===== src/rtl/irq_seq_pkg.sv =====
package irq_seq_pkg;

    typedef enum logic [3:0] {
        ST_IDLE,
        ST_PUSH_PSR,
        ST_PUSH_PC,
        ST_VEC_RD,
        ST_VEC_WAIT,
        ST_POP_PC_RD,
        ST_POP_PC_WAIT,
        ST_POP_PSR_RD,
        ST_POP_PSR_WAIT
    } seq_state_e;

endpackage


===== src/rtl/irq_prio_gate.sv =====
module irq_prio_gate #(
    parameter int unsigned LVL_W = 3
) (
    input  logic [LVL_W-1:0] cur_lvl_i,
    input  logic [LVL_W-1:0] req_lvl_i,
    output logic             admit_o
);
    // equal level is admitted; only a strictly higher current level blocks
    always_comb begin
        admit_o = !(cur_lvl_i > req_lvl_i);
    end
endmodule


===== src/rtl/irq_addr_gen.sv =====
module irq_addr_gen
    import irq_seq_pkg::*;
#(
    parameter int unsigned          WORD_W   = 16,
    parameter int unsigned          VEC_W    = 8,
    parameter logic [WORD_W-1:0]    VEC_BASE = 16'h0100
) (
    input  seq_state_e        state_i,
    input  logic [WORD_W-1:0] sp_i,
    input  logic [VEC_W-1:0]  vec_i,
    output logic              req_o,
    output logic              we_o,
    output logic [WORD_W-1:0] addr_o
);
    localparam logic [WORD_W-1:0] ONE = WORD_W'(1);
    localparam logic [WORD_W-1:0] TWO = WORD_W'(2);

    always_comb begin
        req_o  = 1'b0;
        we_o   = 1'b0;
        addr_o = '0;
        unique case (state_i)
            ST_PUSH_PSR: begin
                req_o  = 1'b1;
                we_o   = 1'b1;
                addr_o = sp_i - ONE;
            end
            ST_PUSH_PC: begin
                req_o  = 1'b1;
                we_o   = 1'b1;
                addr_o = sp_i - TWO;
            end
            ST_VEC_RD: begin
                req_o  = 1'b1;
                addr_o = VEC_BASE + WORD_W'(vec_i);
            end
            ST_POP_PC_RD: begin
                req_o  = 1'b1;
                addr_o = sp_i;
            end
            ST_POP_PSR_RD: begin
                req_o  = 1'b1;
                addr_o = sp_i + ONE;
            end
            default: begin
                req_o = 1'b0;
            end
        endcase
    end
endmodule


===== src/rtl/irq_psr_build.sv =====
module irq_psr_build #(
    parameter int unsigned WORD_W   = 16,
    parameter int unsigned LVL_W    = 3,
    parameter int unsigned PRIO_LSB = 8
) (
    input  logic [LVL_W-1:0]  lvl_i,
    output logic [WORD_W-1:0] psr_o
);
    // privileged (top bit 0), level in its field, all else cleared
    always_comb begin
        psr_o = '0;
        psr_o[PRIO_LSB +: LVL_W] = lvl_i;
    end
endmodule


===== src/rtl/irq_seq.sv =====
module irq_seq
    import irq_seq_pkg::*;
#(
    parameter int unsigned       WORD_W   = 16,
    parameter int unsigned       LVL_W    = 3,
    parameter int unsigned       VEC_W    = 8,
    parameter int unsigned       PRIO_LSB = 8,
    parameter int unsigned       PRIV_BIT = 15,
    parameter logic [WORD_W-1:0] VEC_BASE = 16'h0100
) (
    input  logic              clk,
    input  logic              rst_n,
    input  logic              boundary_i,
    input  logic              irq_req_i,
    input  logic [LVL_W-1:0]  irq_lvl_i,
    input  logic [VEC_W-1:0]  irq_vec_i,
    input  logic              rti_i,
    input  logic [WORD_W-1:0] psr_i,
    input  logic [WORD_W-1:0] pc_i,
    input  logic [WORD_W-1:0] sp_i,
    output logic              psr_we_o,
    output logic [WORD_W-1:0] psr_o,
    output logic              pc_we_o,
    output logic [WORD_W-1:0] pc_o,
    output logic              sp_we_o,
    output logic [WORD_W-1:0] sp_o,
    output logic              mem_req_o,
    output logic              mem_we_o,
    output logic [WORD_W-1:0] mem_addr_o,
    output logic [WORD_W-1:0] mem_wdata_o,
    input  logic [WORD_W-1:0] mem_rdata_i,
    input  logic              mem_rvalid_i,
    output logic              accept_o,
    output logic              reject_o,
    output logic              priv_fault_o,
    output logic              done_o,
    output logic              stall_o
);
    localparam logic [WORD_W-1:0] SP_STEP = WORD_W'(2);

    typedef struct packed {
        seq_state_e        state;
        logic [WORD_W-1:0] sp;
        logic [WORD_W-1:0] psr;
        logic [WORD_W-1:0] pc;
        logic [WORD_W-1:0] tmp;
        logic [LVL_W-1:0]  lvl;
        logic [VEC_W-1:0]  vec;
        logic              accept;
        logic              reject;
        logic              fault;
    } seq_regs_t;

    seq_regs_t r_d, r_q;

    logic              admit;
    logic [WORD_W-1:0] entry_psr;

    irq_prio_gate #(
        .LVL_W (LVL_W)
    ) u_gate (
        .cur_lvl_i (psr_i[PRIO_LSB +: LVL_W]),
        .req_lvl_i (irq_lvl_i),
        .admit_o   (admit)
    );

    irq_psr_build #(
        .WORD_W   (WORD_W),
        .LVL_W    (LVL_W),
        .PRIO_LSB (PRIO_LSB)
    ) u_psr (
        .lvl_i (r_q.lvl),
        .psr_o (entry_psr)
    );

    irq_addr_gen #(
        .WORD_W   (WORD_W),
        .VEC_W    (VEC_W),
        .VEC_BASE (VEC_BASE)
    ) u_addr (
        .state_i (r_q.state),
        .sp_i    (r_q.sp),
        .vec_i   (r_q.vec),
        .req_o   (mem_req_o),
        .we_o    (mem_we_o),
        .addr_o  (mem_addr_o)
    );

    always_comb begin
        r_d        = r_q;
        r_d.accept = 1'b0;
        r_d.reject = 1'b0;
        r_d.fault  = 1'b0;

        psr_we_o    = 1'b0;
        pc_we_o     = 1'b0;
        sp_we_o     = 1'b0;
        psr_o       = '0;
        pc_o        = '0;
        sp_o        = '0;
        done_o      = 1'b0;
        mem_wdata_o = '0;

        unique case (r_q.state)
            ST_IDLE: begin
                if (boundary_i && rti_i) begin
                    if (psr_i[PRIV_BIT]) begin
                        r_d.fault = 1'b1;
                    end else begin
                        r_d.sp    = sp_i;
                        r_d.state = ST_POP_PC_RD;
                    end
                end else if (boundary_i && irq_req_i) begin
                    if (admit) begin
                        r_d.accept = 1'b1;
                        r_d.psr    = psr_i;
                        r_d.pc     = pc_i;
                        r_d.sp     = sp_i;
                        r_d.lvl    = irq_lvl_i;
                        r_d.vec    = irq_vec_i;
                        r_d.state  = ST_PUSH_PSR;
                    end else begin
                        r_d.reject = 1'b1;
                    end
                end
            end
            ST_PUSH_PSR: begin
                mem_wdata_o = r_q.psr;
                r_d.state   = ST_PUSH_PC;
            end
            ST_PUSH_PC: begin
                mem_wdata_o = r_q.pc;
                r_d.state   = ST_VEC_RD;
            end
            ST_VEC_RD: begin
                r_d.state = ST_VEC_WAIT;
            end
            ST_VEC_WAIT: begin
                if (mem_rvalid_i) begin
                    pc_we_o   = 1'b1;
                    pc_o      = mem_rdata_i;
                    psr_we_o  = 1'b1;
                    psr_o     = entry_psr;
                    sp_we_o   = 1'b1;
                    sp_o      = r_q.sp - SP_STEP;
                    done_o    = 1'b1;
                    r_d.state = ST_IDLE;
                end
            end
            ST_POP_PC_RD: begin
                r_d.state = ST_POP_PC_WAIT;
            end
            ST_POP_PC_WAIT: begin
                if (mem_rvalid_i) begin
                    r_d.tmp   = mem_rdata_i;
                    r_d.state = ST_POP_PSR_RD;
                end
            end
            ST_POP_PSR_RD: begin
                r_d.state = ST_POP_PSR_WAIT;
            end
            ST_POP_PSR_WAIT: begin
                if (mem_rvalid_i) begin
                    pc_we_o   = 1'b1;
                    pc_o      = r_q.tmp;
                    psr_we_o  = 1'b1;
                    psr_o     = mem_rdata_i;
                    sp_we_o   = 1'b1;
                    sp_o      = r_q.sp + SP_STEP;
                    done_o    = 1'b1;
                    r_d.state = ST_IDLE;
                end
            end
            default: begin
                r_d.state = ST_IDLE;
            end
        endcase
    end

    always_ff @(posedge clk or negedge rst_n) begin
        if (!rst_n) begin
            r_q <= '{state: ST_IDLE, default: '0};
        end else begin
            r_q <= r_d;
        end
    end

    assign accept_o     = r_q.accept;
    assign reject_o     = r_q.reject;
    assign priv_fault_o = r_q.fault;
    assign stall_o      = (r_q.state != ST_IDLE);

endmodule


===== config.mk =====
export PLATFORM = sky130hd
export DESIGN_NAME = irq_seq
export DESIGN_NICKNAME = d
export VERILOG_FILES = /design/src/rtl/irq_seq_pkg.sv /design/src/rtl/irq_prio_gate.sv /design/src/rtl/irq_addr_gen.sv /design/src/rtl/irq_psr_build.sv /design/src/rtl/irq_seq.sv
export SDC_FILE = /design/constraint.sdc
export NUM_CORES = 1
export LEC_CHECK = 0
export BUFFER_PORTS_ARGS = -buffer_cell sky130_fd_sc_hd__buf_2
export CAP_MARGIN = 20
export CORE_ASPECT_RATIO = 0.75
export CORE_UTILIZATION = 53
export DETAILED_ROUTE_END_ITERATION = 10
export PLACE_DENSITY = 0.81
export SLEW_MARGIN = 30
export SYNTH_ARGS = -nofsm -noshare
export SYNTH_HDL_FRONTEND = slang
export SYNTH_SLANG_ARGS = --single-unit

===== constraint.sdc =====
create_clock -name clk -period 3.1 [get_ports clk]
set_input_delay 0 -clock clk [delete_from_list [all_inputs] [get_ports clk]]
set_output_delay 0 -clock clk [all_outputs]
set_load 0.01 [all_outputs]

==> run summary <==
status: finished with violations
failing checks: DRC
mux cell area share after synthesis: 14.51%
Critical Path AT: 2980 ps
detail-routed via count per cell: 6.233
hold crit path type: in -> reg
Core Region: 11020 um2
final hold violations: 0
Hold Path Cell Cnt: 3
Fillers: 743
Peak Freq: 0.3357 GHz
nets: 952
initial core utilization: 54.83%
clock transition at the registers of the reported paths: 70 ps
CP Max Fanout: 19
root buf cell: clkbuf_16
reg2reg path depth: 7
CTS H-Tree Depth: 3
# diodes: 0
Remaining DRCs: 6
unique cell type count in the Yosys netlist: 74
largest family of logic cells by synthesized area: compound AO/OA/AOI/OAI gates
area share of fa/ha/maj cells after synthesis: 4.678%
row count: 33
final std cells w/o fill: 994
Area growth syn-to-layout: 34.18%
worst stage delay on the critical path: 440 ps
relative slew slack: 47.13%
final worst path period need: 2979 ps
post-DP HPWL: 13320 um
crit-path cells: and2b_2 > nand3_1 > buf_6 > ha_2 > and4_1 > nor2b_1 > o211ai_1 > and3_1 > o31ai_1 > buf_2
Yosys reg bits: 82
final period utilization: 96.09%
PortBufs: 170
CTS buffer count: 9
clock power share: 15.2%
share of cells above drive strength 1: 32.44%
Longest Clk Path Bufs: 2
initial antenna violation count: 0
IO Pins: 171
switching power: 3.688 mW
CP delay by family, top: simple AND/OR/NAND/NOR gates
leakage power: 3.815 nW
antenna-violating nets left: 0
worst skew pair latency: 340 ps
Die Ht: 94.49 um
Bufs and invs on worst path: 2
Fin Clk Skew: 8.345 ps
sequential share of power: 27.6%
Critical Path RT: 3100 ps
Comb power frac: 57.2%
Critical R2R Capture: r_q[51]
number of global-route vias before repair: 6075
ys flop type: dfrtp_1
simple-gate share of the synthesized area: 18.51%
CP Capture Type: primary output
overall power: 7.943 mW
pwr dens: 979.3 nW/um2
first-pass GRT wire length: 31370 um
unrepaired setup endpoints after global routing: yes
die area: 11840 um2
grt ovf: 0
Setup Viol. Count Final: 0
TritonRoute pass-1 iters: 8
worst hold endpoint: r_q[78]
number of flops mapped to enable cells by yosys: 0
internal power: 4.254 mW
Reg-to-Reg Start: r_q[81]
Syn Nets: 724
via count: 6196
Worst-Margin Slew: 793.1 ps
Async SR Flop Fraction: 100.0%
largest area contributor in the netlist: dfrtp_1
Pins Over Slew Limit: 0
Max VDD drop: 433.3 uV
top cells by area, synth: dfrtp_1 (34%), mux2_1 (9.3%), a22o_1 (5.2%)
CP Launch Type: flip-flop
Iteration-0 DRC Markers: 703
Critical Setup Path Class: reg -> out
Syn Area/Cell: 9.734 um2
GP Congestion: 1.028
register area: 2052 um2
pin count of the biggest net entering global routing: 76
post-placement cell count: 897
Sw Share: 46.43%
compound-gate portion of the synthesized area: 20.24%
final WL: 20440 um
GRT Resource Usage Total: 34.13%
clock sink total: 82
Routed WL per cell: 20.56 um
critical hold path startpoint: irq_req_i
Cells after Synth: 621
warnings from Yosys: 0
most frequent cells in the layout: buf_2 (169), dfrtp_1 (82), dlygate4sd3_1 (79)
Netlist Area Pre-Place: 6045 um2
area occupied by multi-input gates: 3689 um2
most common cell after layout, fill and taps aside: buf_2
sequential-to-total area share from yosys stat: 33.95%
chip width: 125.3 um
r2r setup slk: 650 ps
Synth Area in XOR/XNOR: 2.029%
max-cap viol count: 0
CTS tree: yes
Yosys top cell area share: 33.95%
Worst path slowest cell: ha_2
==> cells in the mapped netlist, types with 11 or more instances <==
library cell and n:
a221oi_1 12, and3_1 21, nand2_1 42, nand3_1 13
mux2_2 27, nor3_1 16, buf_2 27, a22o_1 36
o21ai_0 25, clkbuf_1 11, ha_1 21, nor2_1 32
a21oi_1 33, mux2_1 50, inv_1 15, dfrtp_1 82
==> through the flow <==
stage	setup slack (ps)	TNS (ps)	hold slack, ps	cell area [um2]	utilization, %
floorplan	268.5	0	-295.6	6045	-
global placement	419.4	0	180.9	6912	62.69
detailed placement	309.6	0	195.2	6912	62.69
CTS	16.29	0	16.61	8039	72.92
global route	-27.91	-53.76	61.33	8110	73.57
finish	121.1	0	28.36	8110	73.57
==> routing by layer <==
metal	track usage, %	vias up	routed length, um
met5	0	-	0
met3	6.686	61	1725
met1	44.17	2983	8531
met4	14.74	0	640
li1	-	2791	-
met2	56.33	361	9541
==> tightest hold or removal path, delay by kind of cell <==
| family | cells | cell delay, ps |
|---|---|---|
| AOI/OAI and AO/OA | 1 | 60 |
| buffers and inverters | 1 | 90 |
| and+or+nand+nor | 1 | 160 |
==> logic make-up (layout without fill, tap and decap cells) <==
family / after synthesis / in the layout
buf+inv: 66 / 299
compound gates: 171 / 171
flops: 82 / 82
simple gates: 188 / 188
xor+xnor: 14 / 14
fa+ha+maj: 22 / 22
mux: 78 / 78
==> area by class of cell <==
class	instances	share of cell area [%]
Clock buffer	9	2.777
Tap cell	140	2.160
Clock inverter	7	1.311
Timing Repair Buffer	268	22.28
Sequential cell	82	25.30
Multi-Input combinational cell	473	45.48
Inverter	15	0.6942
==> power by group through the flow <==
stage                     Combinational (mW)  Sequential (mW)  Clock (mW)
after floorplan                         3.21             1.84           0
after global placement                  4.12             2.09           0
after detailed placement                4.18             2.13           0
after CTS                               4.29             2.11        1.22
after global routing                    4.90             2.22        1.26
final                                   4.55             2.19        1.21
==> registers in the layout (all words and copies together) (netlist names) <==
name	flops
r_q	79
accept_o	1
priv_fault_o	1
reject_o	1
==> how the worst max path moves through the flow <==
stage | start | to | slack, ps | cells after the start
CTS | r_q[81] | mem_addr_o[9] | 20 | 10
finish | r_q[81] | mem_addr_o[14] | 120 | 10
global placement | r_q[81] | mem_addr_o[14] | 420 | 10
detailed placement | r_q[81] | mem_addr_o[14] | 310 | 10
floorplan | r_q[81] | mem_addr_o[14] | 270 | 8
global route | r_q[81] | mem_addr_o[14] | -30 | 10
==> timing repair <==
action,in CTS,in global routing
hold buffers,79,0
endpoints found under the setup margin,3,7
buffers inserted,0,2
pin swaps,0,2
resized for setup,2,15
endpoints found under the hold margin,151,0
(Power assumes the default switching activity.)
